$ cat src/rtl/spi_regacc_pkg.sv
package spi_regacc_pkg;

    localparam int FRAME_BITS = 16;
    localparam int BYTE_W     = 8;
    localparam int ADDR_W     = 5;
    localparam logic [ADDR_W-1:0] STATUS_ADDR = 5'h0C;

    typedef struct packed {
        logic              rw;     // 1 = read, 0 = write
        logic [ADDR_W-1:0] addr;
        logic              par;
        logic              spare;
    } hdr_t;

    typedef struct packed {
        hdr_t              hdr;
        logic [BYTE_W-1:0] data;
    } frame_t;

    typedef enum logic [1:0] {
        VD_READ,
        VD_WRITE,
        VD_BAD_PARITY,
        VD_BAD_COUNT
    } verdict_t;

    function automatic logic hdr_parity(input logic rw, input logic [ADDR_W-1:0] addr);
        return ^{rw, addr};
    endfunction

    function automatic verdict_t judge(input hdr_t h, input logic count_ok);
        if (!count_ok)                          return VD_BAD_COUNT;
        if (h.rw)                               return VD_READ;
        if (hdr_parity(h.rw, h.addr) != h.par)  return VD_BAD_PARITY;
        return VD_WRITE;
    endfunction

endpackage

$ cat src/rtl/spi_pin_sync.sv
module spi_pin_sync #(
    parameter int              STAGES   = 2,
    parameter int              W        = 3,
    parameter logic [W-1:0]    IDLE_VAL = '0
) (
    input  logic         clk,
    input  logic         rst,
    input  logic [W-1:0] async_in,
    output logic [W-1:0] sync_out,
    output logic [W-1:0] rise,
    output logic [W-1:0] fall
);
    logic [W-1:0] stg [STAGES];
    logic [W-1:0] prev;

    always_ff @(posedge clk) begin
        if (rst) begin
            for (int i = 0; i < STAGES; i++) stg[i] <= IDLE_VAL;
            prev <= IDLE_VAL;
        end else begin
            stg[0] <= async_in;
            for (int i = 1; i < STAGES; i++) stg[i] <= stg[i-1];
            prev <= stg[STAGES-1];
        end
    end

    assign sync_out = stg[STAGES-1];
    assign rise     = sync_out & ~prev;
    assign fall     = ~sync_out & prev;

endmodule

$ cat src/rtl/spi_frame_engine.sv
module spi_frame_engine
    import spi_regacc_pkg::*;
(
    input  logic              clk,
    input  logic              rst,
    input  logic              cs_n_s,
    input  logic              cs_fall,
    input  logic              cs_rise,
    input  logic              sclk_rise,
    input  logic              sclk_fall,
    input  logic              mosi_s,
    input  logic [BYTE_W-1:0] status_byte,
    input  logic [BYTE_W-1:0] rd_data,
    output logic [ADDR_W-1:0] rd_addr,
    output logic              miso_q,
    output logic              miso_oe,
    output logic              wr_strobe,
    output logic [ADDR_W-1:0] wr_addr,
    output logic [BYTE_W-1:0] wr_data,
    output logic              frame_err
);
    localparam int CNT_W = $clog2(FRAME_BITS) + 1;
    localparam logic [CNT_W-1:0] FULL_CNT = CNT_W'(FRAME_BITS);
    localparam logic [CNT_W-1:0] PAR_IDX  = CNT_W'(ADDR_W + 1);
    localparam logic [CNT_W-1:0] BYTE_CNT = CNT_W'(BYTE_W);
    localparam logic [CNT_W-1:0] CNT_MAX  = '1;

    frame_t             rx;
    logic [CNT_W-1:0]   fall_cnt, rise_cnt;
    logic [BYTE_W-1:0]  stat_hold, rd_hold;
    logic               next_bit;
    verdict_t           verdict;

    // address bits sit in the low end of rx while the parity bit is being sampled
    assign rd_addr = rx[ADDR_W-1:0];
    assign verdict = judge(rx.hdr, fall_cnt == FULL_CNT);

    always_comb begin
        if (rise_cnt < BYTE_CNT)      next_bit = stat_hold[~rise_cnt[2:0]];
        else if (rise_cnt < FULL_CNT) next_bit = rd_hold[~rise_cnt[2:0]];
        else                          next_bit = 1'b0;
    end

    always_ff @(posedge clk) begin
        if (rst) begin
            rx        <= '0;
            fall_cnt  <= '0;
            rise_cnt  <= '0;
            stat_hold <= '0;
            rd_hold   <= '0;
            miso_q    <= 1'b0;
            miso_oe   <= 1'b0;
            wr_strobe <= 1'b0;
            wr_addr   <= '0;
            wr_data   <= '0;
            frame_err <= 1'b0;
        end else begin
            wr_strobe <= 1'b0;
            frame_err <= 1'b0;
            if (cs_fall) begin
                rx        <= '0;
                fall_cnt  <= '0;
                rise_cnt  <= '0;
                stat_hold <= status_byte;
                miso_q    <= 1'b0;
                miso_oe   <= 1'b1;
            end else if (cs_rise) begin
                miso_oe <= 1'b0;
                case (verdict)
                    VD_WRITE: begin
                        wr_strobe <= 1'b1;
                        wr_addr   <= rx.hdr.addr;
                        wr_data   <= rx.data;
                    end
                    VD_BAD_PARITY, VD_BAD_COUNT: frame_err <= 1'b1;
                    default: ;
                endcase
            end else if (!cs_n_s) begin
                if (sclk_rise) begin
                    miso_q <= next_bit;
                    if (rise_cnt != CNT_MAX) rise_cnt <= rise_cnt + 1'b1;
                end
                if (sclk_fall) begin
                    rx <= {rx[FRAME_BITS-2:0], mosi_s};
                    if (fall_cnt != CNT_MAX) fall_cnt <= fall_cnt + 1'b1;
                    if (fall_cnt == PAR_IDX) rd_hold <= rd_data;
                end
            end
        end
    end

    assert_strobe_full_frame_R4: assert property (@(posedge clk) disable iff (rst)
        wr_strobe |-> (fall_cnt == FULL_CNT && !rx.hdr.rw));
    assert_strobe_err_exclusive_R5: assert property (@(posedge clk) disable iff (rst)
        !(wr_strobe && frame_err));
    assert_bad_count_rejected_R6: assert property (@(posedge clk) disable iff (rst)
        (cs_rise && fall_cnt != FULL_CNT) |=> (frame_err && !wr_strobe));
    assert_read_quiet_R7: assert property (@(posedge clk) disable iff (rst)
        (cs_rise && fall_cnt == FULL_CNT && rx.hdr.rw) |=> (!frame_err && !wr_strobe));
    assert_oe_on_R1: assert property (@(posedge clk) disable iff (rst)
        cs_fall |=> miso_oe);
    assert_oe_off_R1: assert property (@(posedge clk) disable iff (rst)
        cs_rise |=> !miso_oe);

endmodule

$ cat src/rtl/spi_reg_model.sv
module spi_reg_model
    import spi_regacc_pkg::*;
#(
    parameter int                REG_COUNT = 16,
    parameter logic [BYTE_W-1:0] RST_VAL   = '0
) (
    input  logic              clk,
    input  logic              rst,
    input  logic              wr_en,
    input  logic [ADDR_W-1:0] wr_addr,
    input  logic [BYTE_W-1:0] wr_data,
    input  logic [ADDR_W-1:0] rd_addr,
    input  logic [BYTE_W-1:0] status_in,
    output logic [BYTE_W-1:0] rd_data
);
    localparam int IDX_W = $clog2(REG_COUNT);

    logic [BYTE_W-1:0] regs [REG_COUNT];
    logic wr_hit;

    assign wr_hit = wr_en && (32'(wr_addr) < REG_COUNT) && (wr_addr != STATUS_ADDR);

    always_ff @(posedge clk) begin
        if (rst) begin
            for (int i = 0; i < REG_COUNT; i++) regs[i] <= RST_VAL;
        end else if (wr_hit) begin
            regs[wr_addr[IDX_W-1:0]] <= wr_data;
        end
    end

    always_comb begin
        if (rd_addr == STATUS_ADDR)          rd_data = status_in;
        else if (32'(rd_addr) < REG_COUNT)   rd_data = regs[rd_addr[IDX_W-1:0]];
        else                                 rd_data = '0;
    end

    assert_write_lands_R4: assert property (@(posedge clk) disable iff (rst)
        wr_hit |=> regs[$past(wr_addr[IDX_W-1:0])] == $past(wr_data));

endmodule

$ cat src/rtl/spi_regacc_top.sv
module spi_regacc_top
    import spi_regacc_pkg::*;
#(
    parameter int                SYNC_STAGES = 2,
    parameter int                REG_COUNT   = 16,
    parameter logic [BYTE_W-1:0] RST_VAL     = '0
) (
    input  logic              clk,
    input  logic              rst,
    input  logic              ss_n,
    input  logic              sclk,
    input  logic              mosi,
    input  logic [BYTE_W-1:0] sys_status,
    output logic              miso,
    output logic              miso_oe,
    output logic              wr_strobe,
    output logic [ADDR_W-1:0] wr_addr,
    output logic [BYTE_W-1:0] wr_data,
    output logic              frame_err
);
    // pin vector order: {ss_n, sclk, mosi}
    logic [2:0] pins_s, pins_r, pins_f;
    logic [ADDR_W-1:0] rd_addr;
    logic [BYTE_W-1:0] rd_data;
    logic miso_q;

    spi_pin_sync #(.STAGES(SYNC_STAGES), .W(3), .IDLE_VAL(3'b100)) u_sync (
        .clk(clk), .rst(rst), .async_in({ss_n, sclk, mosi}),
        .sync_out(pins_s), .rise(pins_r), .fall(pins_f)
    );

    spi_frame_engine u_engine (
        .clk(clk), .rst(rst),
        .cs_n_s(pins_s[2]), .cs_fall(pins_f[2]), .cs_rise(pins_r[2]),
        .sclk_rise(pins_r[1]), .sclk_fall(pins_f[1]), .mosi_s(pins_s[0]),
        .status_byte(sys_status), .rd_data(rd_data), .rd_addr(rd_addr),
        .miso_q(miso_q), .miso_oe(miso_oe),
        .wr_strobe(wr_strobe), .wr_addr(wr_addr), .wr_data(wr_data),
        .frame_err(frame_err)
    );

    spi_reg_model #(.REG_COUNT(REG_COUNT), .RST_VAL(RST_VAL)) u_regs (
        .clk(clk), .rst(rst), .wr_en(wr_strobe), .wr_addr(wr_addr),
        .wr_data(wr_data), .rd_addr(rd_addr), .status_in(sys_status),
        .rd_data(rd_data)
    );

    assign miso = miso_q & miso_oe;

endmodule

$ cat config.mk
export PLATFORM = sky130hd
export DESIGN_NAME = spi_regacc_top
export DESIGN_NICKNAME = d
export VERILOG_FILES = /design/src/rtl/spi_regacc_pkg.sv /design/src/rtl/spi_pin_sync.sv /design/src/rtl/spi_frame_engine.sv /design/src/rtl/spi_reg_model.sv /design/src/rtl/spi_regacc_top.sv
export SDC_FILE = /design/constraint.sdc
export NUM_CORES = 1
export LEC_CHECK = 0
export BUFFER_PORTS_ARGS = -buffer_cell sky130_fd_sc_hd__buf_2
export CAP_MARGIN = 20
export CELL_PAD_IN_SITES_DETAIL_PLACEMENT = 0
export CELL_PAD_IN_SITES_GLOBAL_PLACEMENT = 1
export CORE_ASPECT_RATIO = 1.75
export CORE_MARGIN = 2
export CORE_UTILIZATION = 43
export DETAILED_ROUTE_END_ITERATION = 16
export HOLD_SLACK_MARGIN = 0.03
export MAX_ROUTING_LAYER = met4
export PLACE_DENSITY_LB_ADDON = 0.05
export REMOVE_ABC_BUFFERS = 1
export SLEW_MARGIN = 30
export SYNTH_ARGS = -nofsm -noshare
export SYNTH_HDL_FRONTEND = slang
export SYNTH_SLANG_ARGS = --single-unit
$ cat constraint.sdc
create_clock -name clk -period 2.9 [get_ports clk]
set_clock_uncertainty 0.2 [all_clocks]
set_input_delay 0.58 -clock clk [delete_from_list [all_inputs] [get_ports clk]]
set_output_delay 0.58 -clock clk [all_outputs]
set_load 0.005 [all_outputs]
==> reports/results.txt, run 1 <==
Post-CTS Setup Inserts = 0
Switching Share = 0.213
Core area = 0.0203 mm^2
CTS sink cnt = 199
Max-slew headroom = 0.504
CTS Buf Count = 17
Post-synthesis cell type count = 41
Power Dens Cells = 559 mW/mm^2
Antenna violations before repair = 0
Commonest register cell after synthesis = edfxtp_1
Cell row count = 69
DR WL/cell = 20.8 um
Clock period minus worst slack = 2390 ps
FFs w/ async S/R, synth = 0
#FFs+latches synth = 199
Setup CP Type = reg2reg
Final wirelength = 21600 um
Nets = 799
Ant. Diodes = 0
Die H = 194 um
Share of the synthesized area in the top cell type = 0.431
CTS tree = yes
Maximum vdd drop = 0.000429 V
Width of the chip = 113 um
Detailed Route Iter0 Violations = 280
Hold slack final = 123 ps
Count leader, synth = edfxtp_1
Design area = 0.0100 mm^2
Seq/Total Area, Yosys = 0.591
YS warnings = 0
Starting Density = 0.439
Crit path DAT = 2530 ps
Synthesized area per cell = 12.1 um^2
# hold bufs at CTS = 0
Post-synth EDFFs = 128
Met2 Routed Length = 11700 um
Critical Path RT = 3040 ps
Grt total ovfl = 0
Cts repair resizes = 0
PnR Total Power = 0.00561 W
Placed wire-length estimate = 15100 um
MaxCap Viol Count = 0
CP endpoint kind = flop
Comb power frac = 0.027
Routed vias/inst = 5.31
Synth area leader = edfxtp_1
RSZ-0062 raised after global routing = no
GRT Overall Usage = 0.214
Worst Tran Pin Value = 742 ps
Area grow syn2layout = 12.7%
Port bufs = 29
GP Congestion = 0.814
Worst-Skew Late Latency = 440 ps
Synth Instances = 737
Die area = 0.0219 mm^2
Largest cells by area after synthesis = edfxtp_1 (43%), dfxtp_1 (16%), mux2i_1 (10%), and2_1 (8.6%), a22oi_1 (2.7%)
Pint = 0.00442 W
DR WL met3 = 624 um
Worst hold path class = in2reg
Hold Fails Final Rpt = 0
Post-DP Area = 0.00945 mm^2
Setup violators final = 0
Via count = 5508
Drt pass-1 iters = 7
Synth cell count leaders = edfxtp_1 (128), and2_1 (122), mux2i_1 (90)
Maximum root-to-sink buffer count = 2
Pins over their slew limit = 0
Fmax = 418 MHz
Root Driver = clkbuf_16
Post-DRT Antenna Nets = 0
Clk pin slew, worst setup/hold paths = 70 ps
Crit start category = flop
Post-Syn Area = 0.00891 mm^2
Max layer used = met4
DRC viols = 0
DRT met1 WL = 8580 um
Seq pwr share = 0.554
Switch Pwr = 0.00119 W
First-pass GRT wire length = 33900 um
H-tree Lvls = 4
Largest net degree at the start of global routing = 48
Period Utilization, post-route = 0.824
Static Leak = 3.55 nW
Setup tns final = 0 ps
Largest fanout on the critical path = 16
Vias in the first global route = 5834
Top-Level Pins = 30
Clock power frac = 0.420
Outcome = complete, no violations
Share of cells above drive strength 1 = 0.152
power groups by stage:
stage                     clock network [W]  registers (W)  logic (W)
after floorplan                           0        0.00316  0.0000875
after CTS                           0.00240        0.00311   0.000152
final                               0.00235        0.00311   0.000149
after global routing                0.00251        0.00311   0.000164
after global placement                    0        0.00317   0.000147
after detailed placement                  0        0.00317   0.000151
kinds of logic (layout without fill, tap and decap cells):
kind of cell    Yosys count  in the layout  share of synthesized area
flops                   199            199                      0.591
other cells               1              8                   0.000421
simple gates            298            298                      0.190
xor+xnor                 10             10                     0.0138
fa+ha+maj                 9              9                     0.0126
buf+inv                  49             95                     0.0244
compound gates           79             79                     0.0611
mux                      92             92                      0.106
cells in the final DEF (no fill, tap or decap), types with 4 or more instances in the layout:
cell type	netlist	layout
nand2_1	42	42
ha_1	9	9
buf_2	8	29
nand2b_1	30	30
or2_2	19	19
a311oi_1	8	8
xnor2_1	7	7
nor2_1	39	38
nor3_1	7	7
dfxtp_1	71	70
inv_1	4	4
o21ai_0	5	5
clkbuf_16	0	20
a32oi_1	8	8
conb_1	1	8
and2_1	122	122
nor2b_1	10	10
mux2i_1	90	90
buf_4	2	29
inv_6	0	4
edfxtp_1	128	128
nand3_1	12	12
a21oi_1	22	22
a22oi_1	32	32
registers in the layout, indices dropped and copies added (netlist names), named ones only:
register / flops
u_regs.regs: 128
u_engine.rx: 11
u_engine.rd_hold: 8
u_engine.stat_hold: 8
u_engine.wr_data: 8
u_sync.stg: 6
u_engine.fall_cnt: 5
u_engine.rd_addr: 5
u_engine.rise_cnt: 5
u_engine.wr_addr: 5
u_sync.prev: 2
u_engine.frame_err: 1
u_engine.miso_oe: 1
u_engine.miso_q: 1
u_engine.wr_strobe: 1
worst paths after layout:
| path | start | slack [ps] | end | cells after the start |
|---|---|---|---|---|
| hold / removal | ss_n | 120 | u_sync.stg[0][2] | 2 |
| hold reg to reg | u_sync.stg[0][2] | 220 | u_sync.stg[0][5] | 1 |
| setup reg to reg | u_sync.stg[0][5] | 510 | u_engine.rd_hold[3] | 6 |
| setup / recovery | u_sync.stg[0][5] | 510 | u_engine.rd_hold[3] | 6 |
critical path, stage by stage, from the launching register on:
cell	delay [ps]
dfxtp_1	500
inv_1	80
ha_1	210
nor4b_1	270
and3_1	610
nor2_1	110
a311oi_1	310
layer usage:
metal  GRT usage  vias to the layer above
met5           -                        -
met4      0.0912                        0
met3      0.0315                       32
met2       0.375                      100
met1       0.241                     2675
li1            -                     2701
metrics by stage:
| stage | util | std cells | setup WS, ps |
|---|---|---|---|
| 5_1_grt | 0.495 | 1038 | 328 |
| 3_5_place_dp | 0.466 | 1006 | 441 |
| 6_report | 0.495 | 1038 | 509 |
| 4_1_cts | 0.495 | 1038 | 535 |
| 3_3_place_gp | 0.465 | 1006 | 506 |
| 2_1_floorplan | - | 699 | -541 |
area by class of cell:
cell class                 count  area, um^2
timing repair buffer          59         383
sequential                   199        5270
inverter                       4        15.0
multi-input combinational    496        3470
clock buffer                  21         514
clock inverter                11        80.1
fill                        1779       10200
tap                          248         310
(Power assumes the default switching activity.)
==> inputs of run 2 (changes only) <==
clock period = 2.1 ns   (was 2.9 ns; I/O delays follow)
==> run 2 against run 1 <==
Effect of this change: the flow now finishes with violations (negative setup slack); sequential power up 38%; clock power up 35%; critical path depth up 1; power up 37%; non-clock buffer count is 52 higher; wire length increased by 3.5%; die area unchanged; worst setup slack worse by 540 ps; global-route usage increased by 0.40 points; final cell count up 5.0%; worst hold slack worse by 64 ps; maximum frequency increased by 12%; critical endpoint is now u_engine.wr_data[6]; largest power group unchanged; highest routed layer unchanged.
==> reports/results.txt, run 2 (same netlist as run 1, synthesis figures left out) <==
Outcome = complete, but fails checks
Failing checks = negative setup slack
Fmax = 469 MHz (+12%)
Non-Filler Instances = 1090 (+5.0%)
Clk pin slew, worst setup/hold paths = 70 ps (about the same)
Width of the chip = 113 um (unchanged)
CTS sink cnt = 199 (unchanged)
Root Driver = clkbuf_16
Area grow syn2layout = 18.5%
Inst Count DP = 1041 (+3.5%)
Core area = 0.0203 mm^2 (unchanged)
Port bufs = 29 (unchanged)
Post-DRT Antenna Nets = 0 (unchanged)
H-tree Lvls = 4 (unchanged)
Drt pass-1 iters = 4 (-3)
Ant. Diodes = 0 (unchanged)
MaxCap Viol Count = 0 (unchanged)
DR WL/cell = 20.5 um (-1.4%)
Routed vias/inst = 5.23 (-1.5%)
Power Dens Cells = 728 mW/mm^2 (+30%)
Top flop regs = u_regs.regs x128, u_engine.rx x11
Worst setup margin = -30.8 ps (-540 ps)
Fillers = 1813 (+1.9%)
Setup violators final = 1 (+1)
Die area = 0.0219 mm^2 (unchanged)
Top-Level Pins = 30 (unchanged)
Most frequent cells in the layout = edfxtp_1 (128), and2_1 (121), mux2i_1 (89), buf_4 (71), dfxtp_1 (67)
Largest Register = u_regs.regs
Placed wire-length estimate = 15900 um (+5.0%)
Nets = 851 (+6.5%)
Antenna violations before repair = 0 (unchanged)
Starting Density = 0.439 (unchanged)
Largest net degree at the start of global routing = 33 (-31%)
CTS tree = yes
Share of cells above drive strength 1 = 0.216 (+0.0643)
Largest fanout on the critical path = 5 (-11)
Crit start category = flop
Maximum vdd drop = 0.000509 V (+19%)
RSZ-0062 raised after global routing = yes
Die H = 194 um (unchanged)
Worst hold path class = in2reg
Pins over their slew limit = 0 (unchanged)
Multi-input logic area = 0.00354 mm^2 (+2.0%)
Worst Tran Pin Value = 658 ps (-84.0 ps)
CP endpoint kind = flop
GRT Overall Usage = 0.218 (+0.00402)
Final wirelength = 22400 um (+3.5%)
Period Utilization, post-route = 1.01 (+0.190)
Commonest non-fill, non-tap cell in the layout = edfxtp_1
Via count = 5700 (+3.5%)
GP Congestion = 0.900 (+11%)
Hold Fails Final Rpt = 0 (unchanged)
Setup CP Type = reg2reg
Grt total ovfl = 0 (unchanged)
Max-slew headroom = 0.561 (+0.0564)
Crit path DAT = 2300 ps (-230 ps)
First-pass GRT wire length = 34500 um (+1.6%)
Cell row count = 69 (unchanged)
Maximum root-to-sink buffer count = 2 (unchanged)
Place WS = -128 ps (-569 ps)
Clock period minus worst slack = 2130 ps (-260 ps)
CTS Buf Count = 17 (unchanged)
Detailed Route Iter0 Violations = 294 (+5.0%)
Vias in the first global route = 5928 (+1.6%)
Static Leak = 3.83 nW (+7.9%)
Worst-Skew Late Latency = 430 ps (about the same)
DRC viols = 0 (unchanged)
Largest register FFs = 128 (unchanged)
FF+latch area = 0.00527 mm^2 (about the same)
Critical Path RT = 2270 ps (-770 ps)
-- run 2: cell types whose count changed in the layout (fill, tap and decap cells not counted), sizes merged --
| cell | before | now |
|---|---|---|
| buf | 59 | 107 |
| bufinv | 0 | 2 |
| clkbuf | 21 | 19 |
| clkinv | 5 | 9 |
| clkinvlp | 0 | 2 |
| dlygate4sd3 | 0 | 3 |
| inv | 10 | 5 |
-- run 2: metal layers --
| metal | share of wire | routed length, um | vias up | GRT usage |
|---|---|---|---|---|
| met5 | 0 | 0 | - | - |
| met4 | 0.014 | 320 | 0 | 0.0623 |
| met3 | 0.020 | 444 | 21 | 0.0334 |
| met2 | 0.58 | 12900 | 88 | 0.402 |
| met1 | 0.39 | 8720 | 2795 | 0.240 |
| li1 | - | - | 2796 | - |
-- run 2: area by class of cell --
class / count / share of cell area
Timing Repair Buffer: 111 / 0.0810
Clock buffer: 18 / 0.0407
Multi-Input combinational cell: 496 / 0.335
Clock inverter: 14 / 0.0127
Tap cell: 248 / 0.0294
Sequential cell: 199 / 0.500
Inverter: 4 / 0.00142
-- run 2: where the power goes --
group          internal [W]  total, W  switching (W)
clock network       0.00174   0.00317        0.00143
registers           0.00425   0.00429      0.0000365
logic             0.0000859  0.000228       0.000143
total               0.00608   0.00768        0.00160
-- run 2: worst paths after layout --
| path | from | endpoint | cells past startpoint | slack, ps |
|---|---|---|---|---|
| max | u_engine.rx[9] | u_engine.wr_data[6] | 7 | -30 |
| max reg2reg | u_engine.rx[9] | u_engine.wr_data[6] | 7 | -30 |
| min | sys_status[5] | u_engine.stat_hold[5] | 3 | 60 |
| min reg2reg | u_sync.stg[0][2] | u_sync.stg[0][5] | 1 | 230 |
-- run 2: through the flow --
stage / hold WS [ps] / cell area, um^2 / setup TNS [ps] / power (W) / utilization
floorplan: 189 / 8730 / -27810 / 0.00448 / -
detailed placement: 213 / 9760 / -2800 / 0.00460 / 0.481
global placement: 209 / 9760 / -1160 / 0.00459 / 0.481
CTS: 43.2 / 10500 / -19.3 / 0.00776 / 0.516
finish: 58.4 / 10600 / -30.8 / 0.00768 / 0.520
global route: 56.6 / 10600 / -1180 / 0.00791 / 0.520
-- run 2: critical path: stages, from the launching register on --
cell       delay (ps)
dfxtp_2           340
xnor3_1           390
xnor3_2           280
nor4bb_4          310
buf_4             170
clkbuf_16         140
buf_6              90
mux2i_1           150
-- run 2: what timing repair did --
| action | 4_1_cts | 5_1_grt |
|---|---|---|
| setup endpoints to repair | 18 | 47 |
| resized for setup | 11 | 14 |
| setup buffers | 5 | 9 |
| hold endpoints to repair | 3 | 0 |
| hold buffers | 3 | 0 |
| pin swaps | 1 | 7 |
| cloned | 1 | 0 |
==> inputs of run 3 (changes only) <==
CORE_MARGIN = 5   (was 2)
==> run 3 against run 2 <==
Effect of this change: the run now ends clean; utilization is 0.29 points lower; power is 0.69% lower; non-clock buffer count is 9 lower; sequential share of layout area is 0.12 points higher; count of clock-buffer cells in the layout is 1 higher; worst hold slack better by 16 ps; flip-flop and latch count stayed put; sequential power hardly changed; first-iteration DRC count is 28% higher; clock power is 2% lower; highest routed layer unchanged.
==> reports/results.txt, run 3 (same netlist as run 1, synthesis figures left out) <==
Outcome = complete, no violations
R2r startpoint = u_engine.rx[14]
CTS Buf Count = 17 (unchanged)
Crit start category = flop
Final wirelength = 23500 um (+5.0%)
CP endpoint kind = flop
Worst setup margin = 22.0 ps (+52.8 ps)
Share of cells above drive strength 1 = 0.215 (-0.00127)
Placed wire-length estimate = 16800 um (+5.7%)
Routed vias/inst = 5.37 (+2.6%)
Max incr delay on CP = 400 ps (about the same)
Cell row count = 69 (unchanged)
Power Dens Cells = 724 mW/mm^2 (-0.55%)
Worst hold start = sys_status[0]
Hold Fails Final Rpt = 0 (unchanged)
Worst hold path class = in2reg
Detailed Route Iter0 Violations = 376 (+28%)
Largest register FFs = 128 (unchanged)
RSZ-0062 raised after global routing = yes
Width of the chip = 119 um (+5.3%)
Largest fanout on the critical path = 6 (+1)
Top flop regs = u_regs.regs x128, u_engine.rx x11
CTS tree = yes
Largest Register = u_regs.regs
Post-DRT Antenna Nets = 0 (unchanged)
Maximum vdd drop = 0.000423 V (-17%)
GRT Overall Usage = 0.205 (-0.0128)
M2 GR Usage = 0.355 (-0.0475)
Hold path depth = 3 (unchanged)
Vias in the first global route = 5931 (+0.051%)
Inst Count DP = 1038 (-0.29%)
Pins over their slew limit = 0 (unchanged)
Drt pass-1 iters = 4 (unchanged)
CP cell instances = xnor3_1, xnor3_2, nor4bb_4, buf_4, clkbuf_16, mux2i_1
Top-Level Pins = 30 (unchanged)
Die area = 0.0238 mm^2 (+8.6%)
Ant. Diodes = 0 (unchanged)
Reg2Reg Capture Point = u_engine.wr_data[1]
WHS Endpoint = u_engine.stat_hold[0]
Max-slew headroom = 0.497 (-0.0638)
Place WS = -146 ps (-17.9 ps)
Most frequent cells in the layout = edfxtp_1 (128), and2_1 (122), mux2i_1 (90), dfxtp_1 (65), buf_4 (60)
Starting Density = 0.437 (-0.00186)
Setup violators final = 0 (-1)
Grt total ovfl = 0 (unchanged)
Worst Tran Pin Value = 754 ps (+95.8 ps)
H-tree Lvls = 4 (unchanged)
GR met1 Demand/Resource = 0.226 (-0.0137)
GP Congestion = 0.797 (-11%)
CTS sink cnt = 199 (unchanged)
Antenna violations before repair = 0 (unchanged)
DR WL/cell = 21.8 um (+5.9%)
Hold slack final = 74.8 ps (+16.5 ps)
Met3 Use GR = 0.0344 (+0.00103)
Fillers = 1806 (-0.39%)
Port bufs = 29 (unchanged)
Clk pin slew, worst setup/hold paths = 70 ps (about the same)
Static Leak = 3.80 nW (-0.91%)
Die H = 200 um (+3.1%)
Root Driver = clkbuf_16
Critical Path RT = 2270 ps (about the same)
Area grow syn2layout = 18.3%
Worst-Skew Late Latency = 440 ps (about the same)
Gr busiest metal = met2
Setup CP Type = reg2reg
Clock period minus worst slack = 2080 ps (-52.8 ps)
Via count = 5801 (+1.8%)
Largest net degree at the start of global routing = 48 (+45%)
Crit path DAT = 2240 ps (-60 ps)
Register-to-register setup slack = 20 ps (+50 ps)
R2R cell count = 6 (-1)
Core area = 0.0204 mm^2 (+0.43%)
Period Utilization, post-route = 0.990 (-0.0251)
Worst Setup SP = u_engine.rx[14]
Commonest non-fill, non-tap cell in the layout = edfxtp_1
MaxCap Viol Count = 0 (unchanged)
Slowest cell on the critical path = xnor3_1
First-pass GRT wire length = 35000 um (+1.6%)
Nets = 842 (-1.1%)
Maximum root-to-sink buffer count = 2 (unchanged)
Fmax = 481 MHz (+2.5%)
DRC viols = 0 (unchanged)
Non-Filler Instances = 1081 (-0.83%)
-- run 3: changes by cell type in the layout (fill, tap and decap cells not counted), sizes merged --
cell,previous run,this run
clkinvlp,2,0
clkinv,9,8
clkbuf,19,21
inv,5,9
buf,107,97
bufinv,2,0
-- run 3: metrics by stage --
step           cell area (um^2)   util  setup TNS (ps)  total power [W]
5_1_grt                   10500  0.517            -656          0.00789
3_5_place_dp               9760  0.479           -2730          0.00460
2_1_floorplan              8730      -          -27810          0.00448
6_report                  10500  0.517               0          0.00763
3_3_place_gp               9760  0.479           -1290          0.00459
4_1_cts                   10400  0.509               0          0.00771
-- run 3: how the worst max path moves through the flow --
stage / to / slack, ps / depth (start not counted)
2_1_floorplan: u_engine.wr_addr[0] / -1340 / 4
3_3_place_gp: u_regs.regs[1][0] / -90 / 6
3_5_place_dp: u_regs.regs[1][3] / -150 / 6
4_1_cts: u_engine.wr_data[5] / 6 / 5
5_1_grt: u_engine.wr_data[4] / -50 / 6
6_report: u_engine.wr_data[1] / 20 / 6
-- run 3: what timing repair did --
item / CTS / global route
hold endpoints to repair: 3 / 0
cloned: 0 / 2
hold buffers: 3 / 0
gates resized for setup: 5 / 21
pin swaps: 2 / 6
buffers inserted: 0 / 6
endpoints found under the setup margin: 27 / 32
-- run 3: final cells by class --
class | count | area (um^2) | share of cell area
Timing Repair Buffer | 102 | 827 | 0.0785
Sequential cell | 199 | 5280 | 0.501
Inverter | 4 | 15.0 | 0.00142
Multi-Input combinational cell | 496 | 3550 | 0.337
Clock buffer | 19 | 464 | 0.0440
Clock inverter | 13 | 93.8 | 0.00890
Tap cell | 248 | 310 | 0.0294
-- run 3: worst max-delay path, delay by kind of cell (launching register included) --
kind          cells  cell delay [ps]
mux               1              180
simple gates      1              270
flops             1              330
buf+inv           2              350
xor+xnor          2              680
-- run 3: per-layer routing --
metal | vias up | part of all wire
met5 | - | 0
met4 | 0 | 0.044
met3 | 61 | 0.037
met2 | 144 | 0.53
met1 | 2818 | 0.39
li1 | 2778 | -
-- run 3: where the power goes --
| group | switching (W) | leakage [nW] | internal [W] |
|---|---|---|---|
| sequential | 0.0000328 | 1.89 | 0.00425 |
| clock | 0.00149 | 0.284 | 0.00163 |
| combinational | 0.000149 | 1.62 | 0.0000825 |
